File: src/rtl/rtx_pkg.sv
// Package: shared types and frame-shape constants of the bi-phase reply transmitter.
// Assumes: one start bit and two stop bits (four steady halves) around the data.
package rtx_pkg;

    // Control state of the request handler.
    typedef enum logic {
        CTL_IDLE = 1'b0,
        CTL_HOLD = 1'b1
    } ctl_state_t;

    localparam int START_BITS  = 1;
    localparam int STOP_HALVES = 4;

endpackage

File: src/rtl/rtx_tick_gen.sv
// Module: divides the system clock into a one-cycle tick every CYC_PER_TICK cycles.
// Assumes: CYC_PER_TICK >= 1; with 1 the tick is high on every cycle after reset.
module rtx_tick_gen #(
    parameter int CYC_PER_TICK = 1
) (
    input  logic clk,
    input  logic rst_n,
    output logic tick
);
    localparam int PW = (CYC_PER_TICK > 1) ? $clog2(CYC_PER_TICK) : 1;
    localparam logic [PW-1:0] LAST = PW'(CYC_PER_TICK - 1);

    logic [PW-1:0] pcnt;

    assign tick = (pcnt == LAST);

    // Free-running prescaler that wraps on the tick.
    always_ff @(posedge clk) begin
        if (!rst_n) begin
            pcnt <= '0;
        end else if (tick) begin
            pcnt <= '0;
        end else begin
            pcnt <= pcnt + 1'b1;
        end
    end

endmodule

File: src/rtl/rtx_window.sv
// Module: settling window timer. An end mark arms it and clears the count; ticks
//         then advance the count, which stops at MAX_TICKS. A frame start disarms it.
// Assumes: 0 < MIN_TICKS < MAX_TICKS.
module rtx_window #(
    parameter int MIN_TICKS = 2920,
    parameter int MAX_TICKS = 9170
) (
    input  logic clk,
    input  logic rst_n,
    input  logic tick,
    input  logic mark,
    input  logic consume,
    output logic min_ok,
    output logic closed
);
    localparam int CW = $clog2(MAX_TICKS + 1);
    localparam logic [CW-1:0] MIN_C = CW'(MIN_TICKS);
    localparam logic [CW-1:0] MAX_C = CW'(MAX_TICKS);

    logic          armed;
    logic [CW-1:0] cnt;

    assign min_ok = armed && (cnt >= MIN_C);
    assign closed = !armed || (cnt >= MAX_C);

    // Arm and clear on the end mark, count ticks up to the limit, disarm on a frame start.
    always_ff @(posedge clk) begin
        if (!rst_n) begin
            armed <= 1'b0;
            cnt   <= '0;
        end else if (mark) begin
            armed <= 1'b1;
            cnt   <= '0;
        end else begin
            if (consume) begin
                armed <= 1'b0;
            end
            if (armed && tick && (cnt != MAX_C)) begin
                cnt <= cnt + 1'b1;
            end
        end
    end

    // The window only opens from an end mark.
    assert_arm_by_mark_R8: assert property (@(posedge clk) disable iff (!rst_n)
        $rose(armed) |-> $past(mark));

    // The window only closes early because a frame was started.
    assert_single_use_R10: assert property (@(posedge clk) disable iff (!rst_n)
        $fell(armed) |-> $past(consume));

endmodule

File: src/rtl/rtx_shifter.sv
// Module: Manchester serializer. A load captures the byte behind a start bit of 1.
//         Each bit is sent as two halves of HALF_TICKS ticks (1 = low,high; 0 = high,low),
//         then four steady high halves follow. fin pulses as the last half ends.
// Assumes: HALF_TICKS >= 1; load only while not active.
module rtx_shifter #(
    parameter int DATA_W     = 8,
    parameter int HALF_TICKS = 417
) (
    input  logic              clk,
    input  logic              rst_n,
    input  logic              tick,
    input  logic              load,
    input  logic [DATA_W-1:0] load_byte,
    output logic              line,
    output logic              active,
    output logic              fin
);
    import rtx_pkg::*;

    localparam int NBITS       = DATA_W + START_BITS;
    localparam int DATA_HALVES = 2 * NBITS;
    localparam int TOTAL       = DATA_HALVES + STOP_HALVES;
    localparam int HW          = $clog2(TOTAL);
    localparam int TW          = (HALF_TICKS > 1) ? $clog2(HALF_TICKS) : 1;
    localparam logic [TW-1:0] T_LAST = TW'(HALF_TICKS - 1);
    localparam logic [HW-1:0] H_LAST = HW'(TOTAL - 1);
    localparam logic [HW-1:0] H_DATA = HW'(DATA_HALVES);

    logic [NBITS-1:0] sh;
    logic [HW-1:0]    hidx;
    logic [TW-1:0]    tcnt;
    logic             cur_bit;
    logic             in_data;

    assign cur_bit = sh[NBITS-1];
    assign in_data = (hidx < H_DATA);
    assign line    = !active || !in_data || (hidx[0] ? cur_bit : ~cur_bit);

    // Step through the halves: time each one, shift after the second half of a bit.
    always_ff @(posedge clk) begin
        if (!rst_n) begin
            sh     <= '0;
            hidx   <= '0;
            tcnt   <= '0;
            active <= 1'b0;
            fin    <= 1'b0;
        end else begin
            fin <= 1'b0;
            if (load && !active) begin
                sh     <= {1'b1, load_byte};
                hidx   <= '0;
                tcnt   <= '0;
                active <= 1'b1;
            end else if (active && tick) begin
                if (tcnt == T_LAST) begin
                    tcnt <= '0;
                    if (hidx == H_LAST) begin
                        active <= 1'b0;
                        fin    <= 1'b1;
                    end else begin
                        hidx <= hidx + 1'b1;
                        if (hidx[0] && in_data) begin
                            sh <= {sh[NBITS-2:0], 1'b0};
                        end
                    end
                end else begin
                    tcnt <= tcnt + 1'b1;
                end
            end
        end
    end

    // The end pulse lasts one cycle.
    assert_fin_single_R4: assert property (@(posedge clk) disable iff (!rst_n)
        fin |=> !fin);

    // The half that just ended was part of the high stop period.
    assert_stop_high_R4: assert property (@(posedge clk) disable iff (!rst_n)
        fin |-> $past(line));

    // A frame always opens with the low first half of the start bit.
    assert_start_low_R3: assert property (@(posedge clk) disable iff (!rst_n)
        $rose(active) |-> !line);

endmodule

File: src/rtl/bphase_reply_tx.sv
// Module: top of the bi-phase reply transmitter. Accepts a reply request while idle,
//         holds it until the settling minimum has passed, drops it if the window
//         has closed or was never opened, and hands the byte to the serializer.
// Assumes: end marks and requests are one-cycle pulses synchronous to clk.
module bphase_reply_tx #(
    parameter int DATA_W       = 8,
    parameter int CYC_PER_TICK = 1,
    parameter int HALF_TICKS   = 417,
    parameter int MIN_TICKS    = 2920,
    parameter int MAX_TICKS    = 9170
) (
    input  logic              clk,
    input  logic              rst_n,
    input  logic              fwd_end_i,
    input  logic              reply_req_i,
    input  logic [DATA_W-1:0] reply_byte_i,
    output logic              line_o,
    output logic              busy_o,
    output logic              done_o,
    output logic              dropped_o
);
    import rtx_pkg::*;

    ctl_state_t        state;
    logic [DATA_W-1:0] held;
    logic              drop_q;
    logic              tick;
    logic              min_ok;
    logic              closed;
    logic              start;
    logic              ser_active;
    logic              ser_fin;

    rtx_tick_gen #(.CYC_PER_TICK(CYC_PER_TICK)) u_tick (
        .clk   (clk),
        .rst_n (rst_n),
        .tick  (tick)
    );

    rtx_window #(.MIN_TICKS(MIN_TICKS), .MAX_TICKS(MAX_TICKS)) u_win (
        .clk     (clk),
        .rst_n   (rst_n),
        .tick    (tick),
        .mark    (fwd_end_i),
        .consume (start),
        .min_ok  (min_ok),
        .closed  (closed)
    );

    rtx_shifter #(.DATA_W(DATA_W), .HALF_TICKS(HALF_TICKS)) u_ser (
        .clk       (clk),
        .rst_n     (rst_n),
        .tick      (tick),
        .load      (start),
        .load_byte (held),
        .line      (line_o),
        .active    (ser_active),
        .fin       (ser_fin)
    );

    assign start     = (state == CTL_HOLD) && min_ok;
    assign busy_o    = (state == CTL_HOLD) || ser_active;
    assign done_o    = ser_fin;
    assign dropped_o = drop_q;

    // Request handling: accept or drop while idle, release the held byte once the minimum is met.
    always_ff @(posedge clk) begin
        if (!rst_n) begin
            state  <= CTL_IDLE;
            held   <= '0;
            drop_q <= 1'b0;
        end else begin
            drop_q <= 1'b0;
            case (state)
                CTL_IDLE: begin
                    if (reply_req_i && !ser_active) begin
                        if (closed) begin
                            drop_q <= 1'b1;
                        end else begin
                            state <= CTL_HOLD;
                            held  <= reply_byte_i;
                        end
                    end
                end
                CTL_HOLD: begin
                    if (min_ok) begin
                        state <= CTL_IDLE;
                    end
                end
                default: state <= CTL_IDLE;
            endcase
        end
    end

    // Idle means a high line.
    assert_idle_high_R1: assert property (@(posedge clk) disable iff (!rst_n)
        !busy_o |-> line_o);

    // A dropped request never leaves anything pending or on the line.
    assert_drop_quiet_R7: assert property (@(posedge clk) disable iff (!rst_n)
        dropped_o |-> (!busy_o && line_o));

    // A drop and a completed frame are never reported together.
    assert_drop_done_excl_R9: assert property (@(posedge clk) disable iff (!rst_n)
        !(dropped_o && done_o));

    // The serializer only starts after a held request.
    assert_start_from_hold_R5: assert property (@(posedge clk) disable iff (!rst_n)
        $rose(ser_active) |-> $past(state == CTL_HOLD));

endmodule

File: config.mk
export PLATFORM = sky130hd
export DESIGN_NAME = bphase_reply_tx
export DESIGN_NICKNAME = d
export VERILOG_FILES = /design/src/rtl/rtx_pkg.sv /design/src/rtl/rtx_tick_gen.sv /design/src/rtl/rtx_window.sv /design/src/rtl/rtx_shifter.sv /design/src/rtl/bphase_reply_tx.sv
export SDC_FILE = /design/constraint.sdc
export NUM_CORES = 1
export LEC_CHECK = 0
export ABC_AREA = 1
export BUFFER_PORTS_ARGS = -buffer_cell sky130_fd_sc_hd__buf_2
export CAP_MARGIN = 25
export CORE_AREA = 10 10 89 91
export DETAILED_ROUTE_END_ITERATION = 6
export DIE_AREA = 0 0 99 101
export GPL_TIMING_DRIVEN = 0
export HOLD_SLACK_MARGIN = 0.05
export MAX_ROUTING_LAYER = met4
export SLEW_MARGIN = 10
export SYNTH_ARGS = -nofsm -noshare
export SYNTH_HDL_FRONTEND = slang
export SYNTH_SLANG_ARGS = --single-unit
File: constraint.sdc
create_clock -name clk -period 2.8 [get_ports clk]
set_input_delay 0.14 -clock clk [delete_from_list [all_inputs] [get_ports clk]]
set_output_delay 0.14 -clock clk [all_outputs]
set_load 0.01 [all_outputs]
Yosys cells after proc, flatten, opt, wreduce, memory -nomap -nowiden
Cells that the tools add are included.
{"block": "classes", "n_lt_le_gt_ge": 3, "addsub": 4, "div_mod_pow": 0, "shifts": 0, "multipliers": 0, "bitwise_logic": 9, "mux": 19, "eq_ne": 4, "n_reduce_logical": 29}
{"op": "$mux 9", "n": 6}
{"op": "$add 14x1->14 const B", "n": 1}
{"op": "$ge 14x12->1 const B", "n": 1}
{"op": "$ge 14x14->1 const B", "n": 1}
{"op": "$ne 14x14->1 const B", "n": 1}
{"op": "$mux 1", "n": 12}
{"op": "$reduce_bool 2->1", "n": 5}
{"op": "$add 9x1->9 const B", "n": 1}
{"op": "$eq 9x9->1 const B", "n": 1}
{"op": "$not 1->1", "n": 9}
{"op": "$reduce_and 3->1", "n": 3}
{"op": "$logic_and 1x1->1", "n": 8}
{"op": "$add 5x1->5 const B", "n": 1}
{"op": "$eq 5x5->1 const B", "n": 1}
{"op": "$lt 5x5->1 const B", "n": 1}
{"op": "$logic_or 1x1->1", "n": 4}
{"op": "$reduce_and 4->1", "n": 1}
{"op": "$reduce_or 2->1", "n": 2}
{"op": "$reduce_or 4->1", "n": 1}
{"op": "$logic_not 1->1", "n": 3}
{"op": "$reduce_or 3->1", "n": 1}
{"op": "$ne 2x1->1 const B", "n": 1}
{"op": "$pmux 1 s2", "n": 1}
{"op": "$reduce_and 2->1", "n": 1}
{"op": "$add 1x1->1 const B", "n": 1}
{"block": "totals", "latchBits": 0, "reg_bits": 51, "mem_bits_rw": 0, "memories": 0, "input_bits": 12, "elab_cells": 79, "rom_bits": 0, "out_inout_bits": 4}

Logic depth before layout (Yosys ltp)
Gate-level depths: netlist of run 1.
{"block": "depth", "ltp_word": 7, "depth_mapped": 11, "mapped_depth_nobuf": 10}

Hierarchy
Synthesis of run 1 repeated with hierarchy kept, for this count alone.
{"block": "hier_totals", "cells_unflattened": 426, "hier_area_um2": 2819.0}
{"mod": "rtx_shifter", "n_inst": 1, "seq_area_each_um2": 500.5, "area_each_um2": 1416.4, "cells_each": 212}
{"mod": "rtx_window", "n_inst": 1, "seq_area_each_um2": 300.3, "area_each_um2": 907.1, "cells_each": 146}
{"mod": "bphase_reply_tx", "n_inst": 1, "seq_area_each_um2": 200.2, "area_each_um2": 467.9, "cells_each": 65}
{"mod": "rtx_tick_gen", "n_inst": 1, "seq_area_each_um2": 20.0, "area_each_um2": 27.5, "cells_each": 3}

Worst setup path before layout of run 1
No wires, ideal clock.
{"block": "synth_timing", "kind": "flip-flop to flip-flop", "from": "register u_ser.hidx[1]", "to": "register u_ser.sh[8]", "synth_period_minus_slack_ns": 1.473, "path_slack_ns": 1.327, "setup_time_ns": 0.067, "t_arrival_ns": 1.405, "path_buffers": 0, "stages_incl_launch_ff": 10, "t_required_ns": 2.733, "path_cell_list": "dfxtp_1 -> inv_1 -> ha_1 -> nand4_1 -> inv_1 -> nor3_4 -> nand2_2 -> nand2_1 -> nand2_1 -> a21oi_2"}
{"block": "synth_via", "elab_chain_cells": 4, "word_cells_on_any_way": 6, "classes_between": "order compare: 1; eq/ne: 2; reduce/logical: 3"}
{"element": "from (decl)", "line_no": "rtx_shifter.sv:30", "source": "logic [HW-1:0] hidx;"}
{"element": "from (signal assigned)", "line_no": "rtx_shifter.sv:61", "source": "hidx <= hidx + 1'b1;"}
{"element": "$lt 5x5->1", "line_no": "rtx_shifter.sv:36", "source": "assign in_data = (hidx < H_DATA);"}
{"element": "$logic_and 1x1->1", "line_no": "rtx_shifter.sv:62", "source": "if (hidx[0] && in_data) begin"}
{"element": "$reduce_bool 2->1 (no line)"}
{"element": "$reduce_and 4->1 (no line) *"}
{"element": "to (signal assigned)", "line_no": "rtx_shifter.sv:50", "source": "sh <= {1'b1, load_byte};"}
{"element": "to (signal assigned)", "line_no": "rtx_shifter.sv:63", "source": "sh <= {sh[NBITS-2:0], 1'b0};"}
{"element": "to (decl)", "line_no": "rtx_shifter.sv:29", "source": "logic [NBITS-1:0] sh;"}
Mark *: on every way between the ends. The rest lies on a longest branch, timed or not.
A chain may end at the register's enable or synchronous reset.

Worst setup path in the final report of run 1
{"block": "layout_timing", "from": "register u_win.cnt[0]", "to": "register u_win.cnt[12]"}
{"block": "layout_via", "elab_chain_cells": 2, "word_cells_on_any_way": 3, "classes_between": "add/sub: 1; eq/ne: 1; reduce/logical: 1"}
{"element": "from (decl)", "line_no": "rtx_window.sv:21", "source": "logic [CW-1:0] cnt;"}
{"element": "from (signal assigned)", "line_no": "rtx_window.sv:39", "source": "cnt <= cnt + 1'b1;"}
{"element": "parallel branches: the longest is 2 deep, another holds $add 14x1->14"}
Parallel ways; which one is timed is not known.

==> results.cfg, run 1 <==
[run_status]
run_status = finished clean

[yosys]
syn_area_um2 = 2720
ys_warn_count = 0
synth_top_area_cell = sky130_fd_sc_hd__dfxtp_1
synth_seq_cells = 51
synth.net_count = 390
share_of_the_synthesized_area_in_the_top_cell_type = 0.376
synth_edf_count = 0
asyncSetResetFlopFracSynth = 0
syn_inst = 372
postSynthAreaPerCell_um2 = 7.31
synth_top_cells_by_area = sky130_fd_sc_hd__dfxtp_1 38%, sky130_fd_sc_hd__nand2_1 13%, sky130_fd_sc_hd__a21oi_1 6.6%, sky130_fd_sc_hd__nand4_1 5.5%, sky130_fd_sc_hd__inv_1 4.7%
synthFlopType = sky130_fd_sc_hd__dfxtp_1
ys_seq_area_frac = 0.376
synth_cell_type_count = 40

[grt]
grt_start_max_net_pins = 17
antenna_violations_before_repair = 0
grt_use_total = 0.118
globalRouteOverflowTotal = 0
first_global_vias = 2156
wire_length_of_the_first_global_routing_pass_mm = 9.84

[final_layout]
area_added_between_synthesis_and_finish_pct = 10.3
post_route_cells_drive_above_1_share = 0.164
antenna_cells = 0
final_core_utilization = 0.483
design.final.nets = 413
postLayoutCellArea_um2 = 3000

[setup_path]
cp_top_family = simple AND/OR/NAND/NOR gates
critPathLaunch = u_win.cnt[0]
timing.critical_path.mode_cell = sky130_fd_sc_hd__nand2_1
crit_chain = ha_1 > nand2_1 > nor3_1 > nand2_1 > nor3_1 > nand2_1 > o21ai_1 > a21oi_1
r2r_end = u_win.cnt[12]
setup.reg_to_reg.worst_slack_ps = 1060
setup.worst_path.end_class = flop
critPathMaxStageDelay_ps = 450
worst_path_max_fanout = 6
arrival_time_reported_for_the_critical_path_endpoint_ps = 1940
critical_path.n_buffers_inverters = 0
start_kind = flop
critical_path.reg2reg.startpoint = u_win.cnt[0]
ff2ff_path_depth = 8
worstPathRequired_ps = 3000
cp_slowest_cell = sky130_fd_sc_hd__dfxtp_1
crit_type = reg -> reg

[die]
num_io_pins = 16
dieHeight_um = 101
fp.coreArea_um2 = 6200
dieArea_um2 = 10000
placement_row_count = 29
initial_util = 0.438
die_width_um = 99

[drt]
drt-initial-drc-count = 129
vias_per_instance = 4.97
postRouteAntennaNets = 0
drt_pass1_iterations = 4
via_count = 2349
routed_wire_length_per_instance_um = 12.0
wirelength_mm = 5.66
residual_drc = 0

[place]
portBuffers = 15
routability_congestion_estimate = 0.879
placed_standard_cell_area_um2 = 2890
dp.final_hpwl_mm = 4.16

[timing]
post-route-period-util = 0.621
max_slew_margin = 0.625
final_max_slew_viol_count = 0
fin_setup_tns_ps = 0
hold_violation_count_in_the_final_report = 0
worst_slew_pin_slew_ps = 562
rsz0062_at_grt = no
setup-violations-final = 0
max_freq_mhz = 575
clock-skew-final_ps = 10.3
final_period_minus_worst_setup_slack_ps = 1740

[clocking]
clock_tree_from_tritoncts = built
cts.sink_count = 51
numCtsBuffers = 5
postCtsSetupBuffers = 0
clock_tree.htree_level_count = 2
clk_pin_slew_worst_paths_ps = 100
cts.path.max_buffers = 2
clkLatencyLatePin_ps = 300
cts_root_buf = sky130_fd_sc_hd__clkbuf_8

[min_path]
hold-path-endpoint = held[0]
start_point_of_the_worst_min_delay_path = reply_byte_i[0]
min_path_type = in -> reg
worst_hold_path.num_cells = 3

[pwr]
static-leakage-power_nw = 1.12
max-vdd-ir-drop_mv = 0.215
pwr_density_cell_nw_per_um2 = 423

[job]
number_of_max_capacitance_violations_reported = 0
==> what timing repair did <==
item | in CTS | in global routing
resized for setup | 0 | 0
hold buffers | 1 | 0
endpoints found under the hold margin | 1 | 0
==> placed cells by master, fill, tap and decap left out, types with 2 or more instances in the layout <==
cell / netlist / final
sky130_fd_sc_hd__xor2_1: 12 / 12
sky130_fd_sc_hd__nor2_1: 24 / 24
sky130_fd_sc_hd__o21ai_1: 2 / 2
sky130_fd_sc_hd__clkbuf_1: 3 / 3
sky130_fd_sc_hd__buf_4: 2 / 2
sky130_fd_sc_hd__inv_1: 34 / 34
sky130_fd_sc_hd__nor3_1: 8 / 8
sky130_fd_sc_hd__nand4_2: 3 / 3
sky130_fd_sc_hd__nand3_1: 19 / 19
sky130_fd_sc_hd__inv_2: 9 / 9
sky130_fd_sc_hd__nand2_1: 97 / 97
sky130_fd_sc_hd__buf_2: 3 / 18
sky130_fd_sc_hd__a21oi_2: 2 / 2
sky130_fd_sc_hd__ha_1: 6 / 6
sky130_fd_sc_hd__a21oi_1: 36 / 36
sky130_fd_sc_hd__o21ai_0: 6 / 6
sky130_fd_sc_hd__nor2_2: 7 / 7
sky130_fd_sc_hd__nand4_1: 24 / 24
sky130_fd_sc_hd__clkbuf_8: 0 / 6
sky130_fd_sc_hd__nor3b_2: 2 / 2
sky130_fd_sc_hd__dfxtp_1: 51 / 51
sky130_fd_sc_hd__buf_6: 2 / 2
sky130_fd_sc_hd__nor3b_1: 2 / 2
==> cells in the mapped netlist, types with 2 or more instances <==
cell / count
sky130_fd_sc_hd__buf_4: 2
sky130_fd_sc_hd__nand4_1: 24
sky130_fd_sc_hd__o21ai_1: 2
sky130_fd_sc_hd__inv_2: 9
sky130_fd_sc_hd__nor2_2: 7
sky130_fd_sc_hd__nor3b_2: 2
sky130_fd_sc_hd__buf_2: 3
sky130_fd_sc_hd__nor2_1: 24
sky130_fd_sc_hd__dfxtp_1: 51
sky130_fd_sc_hd__nand2_1: 97
sky130_fd_sc_hd__nand4_2: 3
sky130_fd_sc_hd__ha_1: 6
sky130_fd_sc_hd__nand3_1: 19
sky130_fd_sc_hd__a21oi_1: 36
sky130_fd_sc_hd__a21oi_2: 2
sky130_fd_sc_hd__o21ai_0: 6
sky130_fd_sc_hd__xor2_1: 12
sky130_fd_sc_hd__buf_6: 2
sky130_fd_sc_hd__nor3_1: 8
sky130_fd_sc_hd__nor3b_1: 2
sky130_fd_sc_hd__clkbuf_1: 3
sky130_fd_sc_hd__inv_1: 34
==> cell families (layout without fill, tap and decap cells) <==
logic type / after synthesis / count (layout) / share of synthesized area
other: 1 / 1 / 0.00138
AO/OA/AOI/OAI: 50 / 50 / 0.108
buffers and inverters: 55 / 79 / 0.0861
flip-flops: 51 / 51 / 0.376
adder cells (fa/ha/maj): 6 / 6 / 0.0276
XOR/XNOR: 13 / 13 / 0.0419
AND/OR/NAND/NOR: 196 / 196 / 0.360
==> worst register-to-register path, cell delays in order (launching register included) <==
cell                      delay [ps]
sky130_fd_sc_hd__dfxtp_1         450
sky130_fd_sc_hd__ha_1            210
sky130_fd_sc_hd__nand2_1          90
sky130_fd_sc_hd__nor3_1          260
sky130_fd_sc_hd__nand2_1         140
sky130_fd_sc_hd__nor3_1          200
sky130_fd_sc_hd__nand2_1         100
sky130_fd_sc_hd__o21ai_1         130
sky130_fd_sc_hd__a21oi_1          50
==> cell type report <==
class | instances | area [µm²]
fill | 649 | 3210
multi-input combinational | 266 | 1460
sequential | 51 | 1020
inverter | 43 | 161
tap | 77 | 96.3
timing repair buffer | 16 | 85.1
clock buffer | 6 | 82.6
buffer | 12 | 72.6
clock inverter | 2 | 16.3
==> per-layer routing <==
layer | up-vias | track usage | routed length [µm]
met5 | - | - | 0
met4 | 0 | 0.0353 | 61
met3 | 8 | 0.0254 | 175
met2 | 34 | 0.174 | 2460
met1 | 1045 | 0.156 | 2950
li1 | 1262 | - | -
==> sequential cells by signal, indices dropped and copies added, names as in the netlist <==
name          flops
u_ser.fin         1
u_win.cnt        14
u_ser.active      1
dropped_o         1
u_ser.tcnt        9
u_ser.hidx        5
u_tick.pcnt       1
state             1
u_win.armed       1
u_ser.sh          9
held              8
==> worst max path at each step <==
stage / to / depth (start not counted)
6_report: u_win.cnt[12] / 8
5_1_grt: u_win.cnt[8] / 8
4_1_cts: line_o / 4
3_5_place_dp: u_win.cnt[12] / 8
3_3_place_gp: u_win.cnt[12] / 8
2_1_floorplan: u_ser.sh[8] / 9
==> metrics by stage <==
| stage | setup slack (ps) | std cells | total power [mW] | hold slack (ps) |
|---|---|---|---|---|
| finish | 1060 | 473 | 1.27 | 66.3 |
| global route | 862 | 473 | 1.32 | 65.1 |
| CTS | 1050 | 473 | 1.29 | 53.2 |
| detailed placement | 1090 | 464 | 0.824 | 377 |
| global placement | 1090 | 464 | 0.823 | 369 |
| floorplan | 1330 | 372 | 0.798 | 261 |
==> report_power, final <==
part           switching [mW]  total, mW  internal (mW)
Combinational          0.0439     0.0662         0.0223
Clock                   0.257      0.460          0.202
Sequential            0.00669      0.741          0.734
Note: power is estimated with default switching activity, not from simulation.
==> inputs of run 2 (changes only) <==
Settings changed: ABC_AREA 1 to 0, CORE_AREA 10 10 89 91 to 10 10 86 88, DIE_AREA 0 0 99 101 to 0 0 96 98.
Clock period 2.8 ns to 1.48 ns, I/O delays scaled along.
==> results.cfg, run 2 <==
[setup_path]
cp_slowest_cell = sky130_fd_sc_hd__or4_4
start_kind = flop
setup.worst_path.end_class = flop
worst_path_max_fanout = 5
critical_path.n_buffers_inverters = 2
arrival_time_reported_for_the_critical_path_endpoint_ps = 2160
cp_top_family = simple AND/OR/NAND/NOR gates
critPathMaxStageDelay_ps = 590
crit_chain = inv_1 > ha_1 > and4b_2 > or4_4 > buf_4 > o21ai_1 > a311oi_1
critical_path.reg2reg.startpoint = u_ser.hidx[1]
critPathLaunch = u_ser.hidx[1]
worstPathRequired_ps = 1670
crit_type = reg -> reg

[min_path]
start_point_of_the_worst_min_delay_path = reply_req_i
min_path_type = in -> reg

[grt]
grt_use_met2 = 0.189
grt_start_max_net_pins = 16
wire_length_of_the_first_global_routing_pass_mm = 9.95
global_route.peak_usage_layer = met2
groute.layer.met3.usage = 0.0276
first_global_vias = 2181
grt_use_total = 0.129
globalRouteOverflowTotal = 0
groute.layer.met1.usage = 0.174
antenna_violations_before_repair = 0

[clocking]
clock_tree_from_tritoncts = built
numCtsBuffers = 5
clk_pin_slew_worst_paths_ps = 100
cts.sink_count = 51
cts.path.max_buffers = 2
clkLatencyLatePin_ps = 300
cts_root_buf = sky130_fd_sc_hd__clkbuf_8
clock_tree.htree_level_count = 2

[die]
initial_util = 0.437
placement_row_count = 28
dieArea_um2 = 9410
fp.coreArea_um2 = 5750
dieHeight_um = 98
die_width_um = 96
num_io_pins = 16

[final_layout]
area.sequential_um2 = 1040
multi_input_logic_area_um2 = 1520
antenna_cells = 0
design.final.nets = 365
fillers = 554
largest_register_ff_count = 14
final_core_utilization = 0.563
reg.largest.list = u_win.cnt (14), u_ser.sh (9), u_ser.tcnt (9)
post_route_cells_drive_above_1_share = 0.284
layout.cells.most_common_list = 38 x sky130_fd_sc_hd__dfxtp_1, 32 x sky130_fd_sc_hd__nand2_1, 18 x sky130_fd_sc_hd__a21oi_1
postLayoutCellArea_um2 = 3230
area_added_between_synthesis_and_finish_pct = 28.7
regMostFlops = u_win.cnt
layoutNonFillerInstCount = 423
mostFrequentLayoutCell = sky130_fd_sc_hd__dfxtp_1

[drt]
drt-initial-drc-count = 142
routed_wire_length_per_instance_um = 13.9
wirelength_mm = 5.86
postRouteAntennaNets = 0
residual_drc = 0
drt_pass1_iterations = 4
vias_per_instance = 5.38
via_count = 2274

[yosys]
synth.cells.most_frequent = 51 x sky130_fd_sc_hd__dfxtp_1, 34 x sky130_fd_sc_hd__nand2_1, 19 x sky130_fd_sc_hd__a21oi_1
yosys.cell_count.top_type = sky130_fd_sc_hd__dfxtp_1
syn_inst = 298
share_of_the_synthesized_area_in_the_top_cell_type = 0.406
ys_seq_area_frac = 0.406
synth_cell_type_count = 49
synth_edf_count = 0
synth_seq_cells = 51
postSynthAreaPerCell_um2 = 8.43
syn_area_um2 = 2510
synth.net_count = 316
ys_warn_count = 0
synthFlopType = sky130_fd_sc_hd__dfxtp_1
synth_top_cells_by_area = sky130_fd_sc_hd__dfxtp_1 41%, sky130_fd_sc_hd__nand2_1 5.1%, sky130_fd_sc_hd__a21oi_1 3.8%, sky130_fd_sc_hd__mux2i_1 3.6%, sky130_fd_sc_hd__nand3_1 3.4%
asyncSetResetFlopFracSynth = 0
synth_top_area_cell = sky130_fd_sc_hd__dfxtp_1

[place]
dp.final_hpwl_mm = 3.83
placed_standard_cell_area_um2 = 2750
number_of_placed_instances_with_taps_included = 388
routability_congestion_estimate = 0.790
portBuffers = 15

[job]
number_of_max_capacitance_violations_reported = 0

[pwr]
max-vdd-ir-drop_mv = 0.472
pwr_density_cell_nw_per_um2 = 720
static-leakage-power_nw = 1.17

[run_status]
violations = setup timing
run_status = finished with violations

[timing]
setup-violations-final = 35
worst_slack_ps = -488
hold_violation_count_in_the_final_report = 0
rsz0062_at_grt = yes
max_freq_mhz = 508
post-route-period-util = 1.33
final_period_minus_worst_setup_slack_ps = 1970
clock-skew-final_ps = 13.0
final_max_slew_viol_count = 0
run 2: cell count changes in the layout (fill, tap and decap cells not counted), moves of 11 or more:
cell                      previous run  this run
sky130_fd_sc_hd__nand4_1            24         7
sky130_fd_sc_hd__dfxtp_1            51        38
sky130_fd_sc_hd__inv_1              34        11
sky130_fd_sc_hd__buf_4               2        15
sky130_fd_sc_hd__dfxtp_2             0        11
sky130_fd_sc_hd__nand2_1            97        32
sky130_fd_sc_hd__a21oi_1            36        18
run 2: cell families (layout without fill, tap and decap cells):
| family | count (synthesis) | after routing | synth area share |
|---|---|---|---|
| buffers and inverters | 28 | 78 | 0.0423 |
| other | 1 | 1 | 0.00149 |
| xor gates and xnor gates | 15 | 15 | 0.0523 |
| muxes | 9 | 9 | 0.0359 |
| and+or+nand+nor | 125 | 125 | 0.269 |
| adders and majority gates | 6 | 6 | 0.0299 |
| DFF | 51 | 51 | 0.406 |
| AOI/OAI and AO/OA | 63 | 63 | 0.162 |
run 2: routing by layer:
layer / routed length (µm) / up-vias
met5: 0 / -
met4: 55 / 0
met3: 221 / 6
met2: 2650 / 36
met1: 2930 / 1059
li1: - / 1173
run 2: power by group:
part | switching (mW) | internal [mW] | leakage [nW]
registers | 0.0151 | 1.39 | 0.419
clock network | 0.463 | 0.332 | 0.0412
logic | 0.0673 | 0.0649 | 0.711
run 2: stage by stage:
step	TNS [ps]	hold WS [ps]	worst slack [ps]	total power, mW
after global placement	-13640	321	-628	1.54
after global routing	-14550	135	-604	2.42
after floorplan	-7980	216	-509	1.50
after CTS	-12720	102	-541	2.36
final	-11030	117	-488	2.33
after detailed placement	-14380	327	-631	1.54
run 2: final timing paths:
path	end	slack [ps]	depth (start not counted)
max	u_ser.sh[1]	-490	7
min	dropped_o	120	5
min reg2reg	held[4]	460	2
max reg2reg	u_ser.sh[1]	-490	7
run 2: timing repair:
item	in CTS	in global routing
hold buffers	9	0
endpoints found under the setup margin	42	44
setup buffers	17	1
gates cloned	2	0
resized for setup	42	26
pin swaps	21	11
endpoints found under the hold margin	9	0
run 2: worst reg2reg max path: cells and delay by family, from the launching register on:
family          cells  cell delay (ps)
compound gates      2              230
buf+inv             2              230
fa+ha+maj           1              160
simple gates        2              840
flops               1              390
run 2: cell type report:
cell class / count / share of cell area
multi-input combinational: 219 / 0.469
buffer: 12 / 0.0290
sequential: 51 / 0.322
timing repair buffer: 44 / 0.108
tap: 75 / 0.0290
clock buffer: 6 / 0.0224
clock inverter: 2 / 0.00387
inverter: 14 / 0.0163
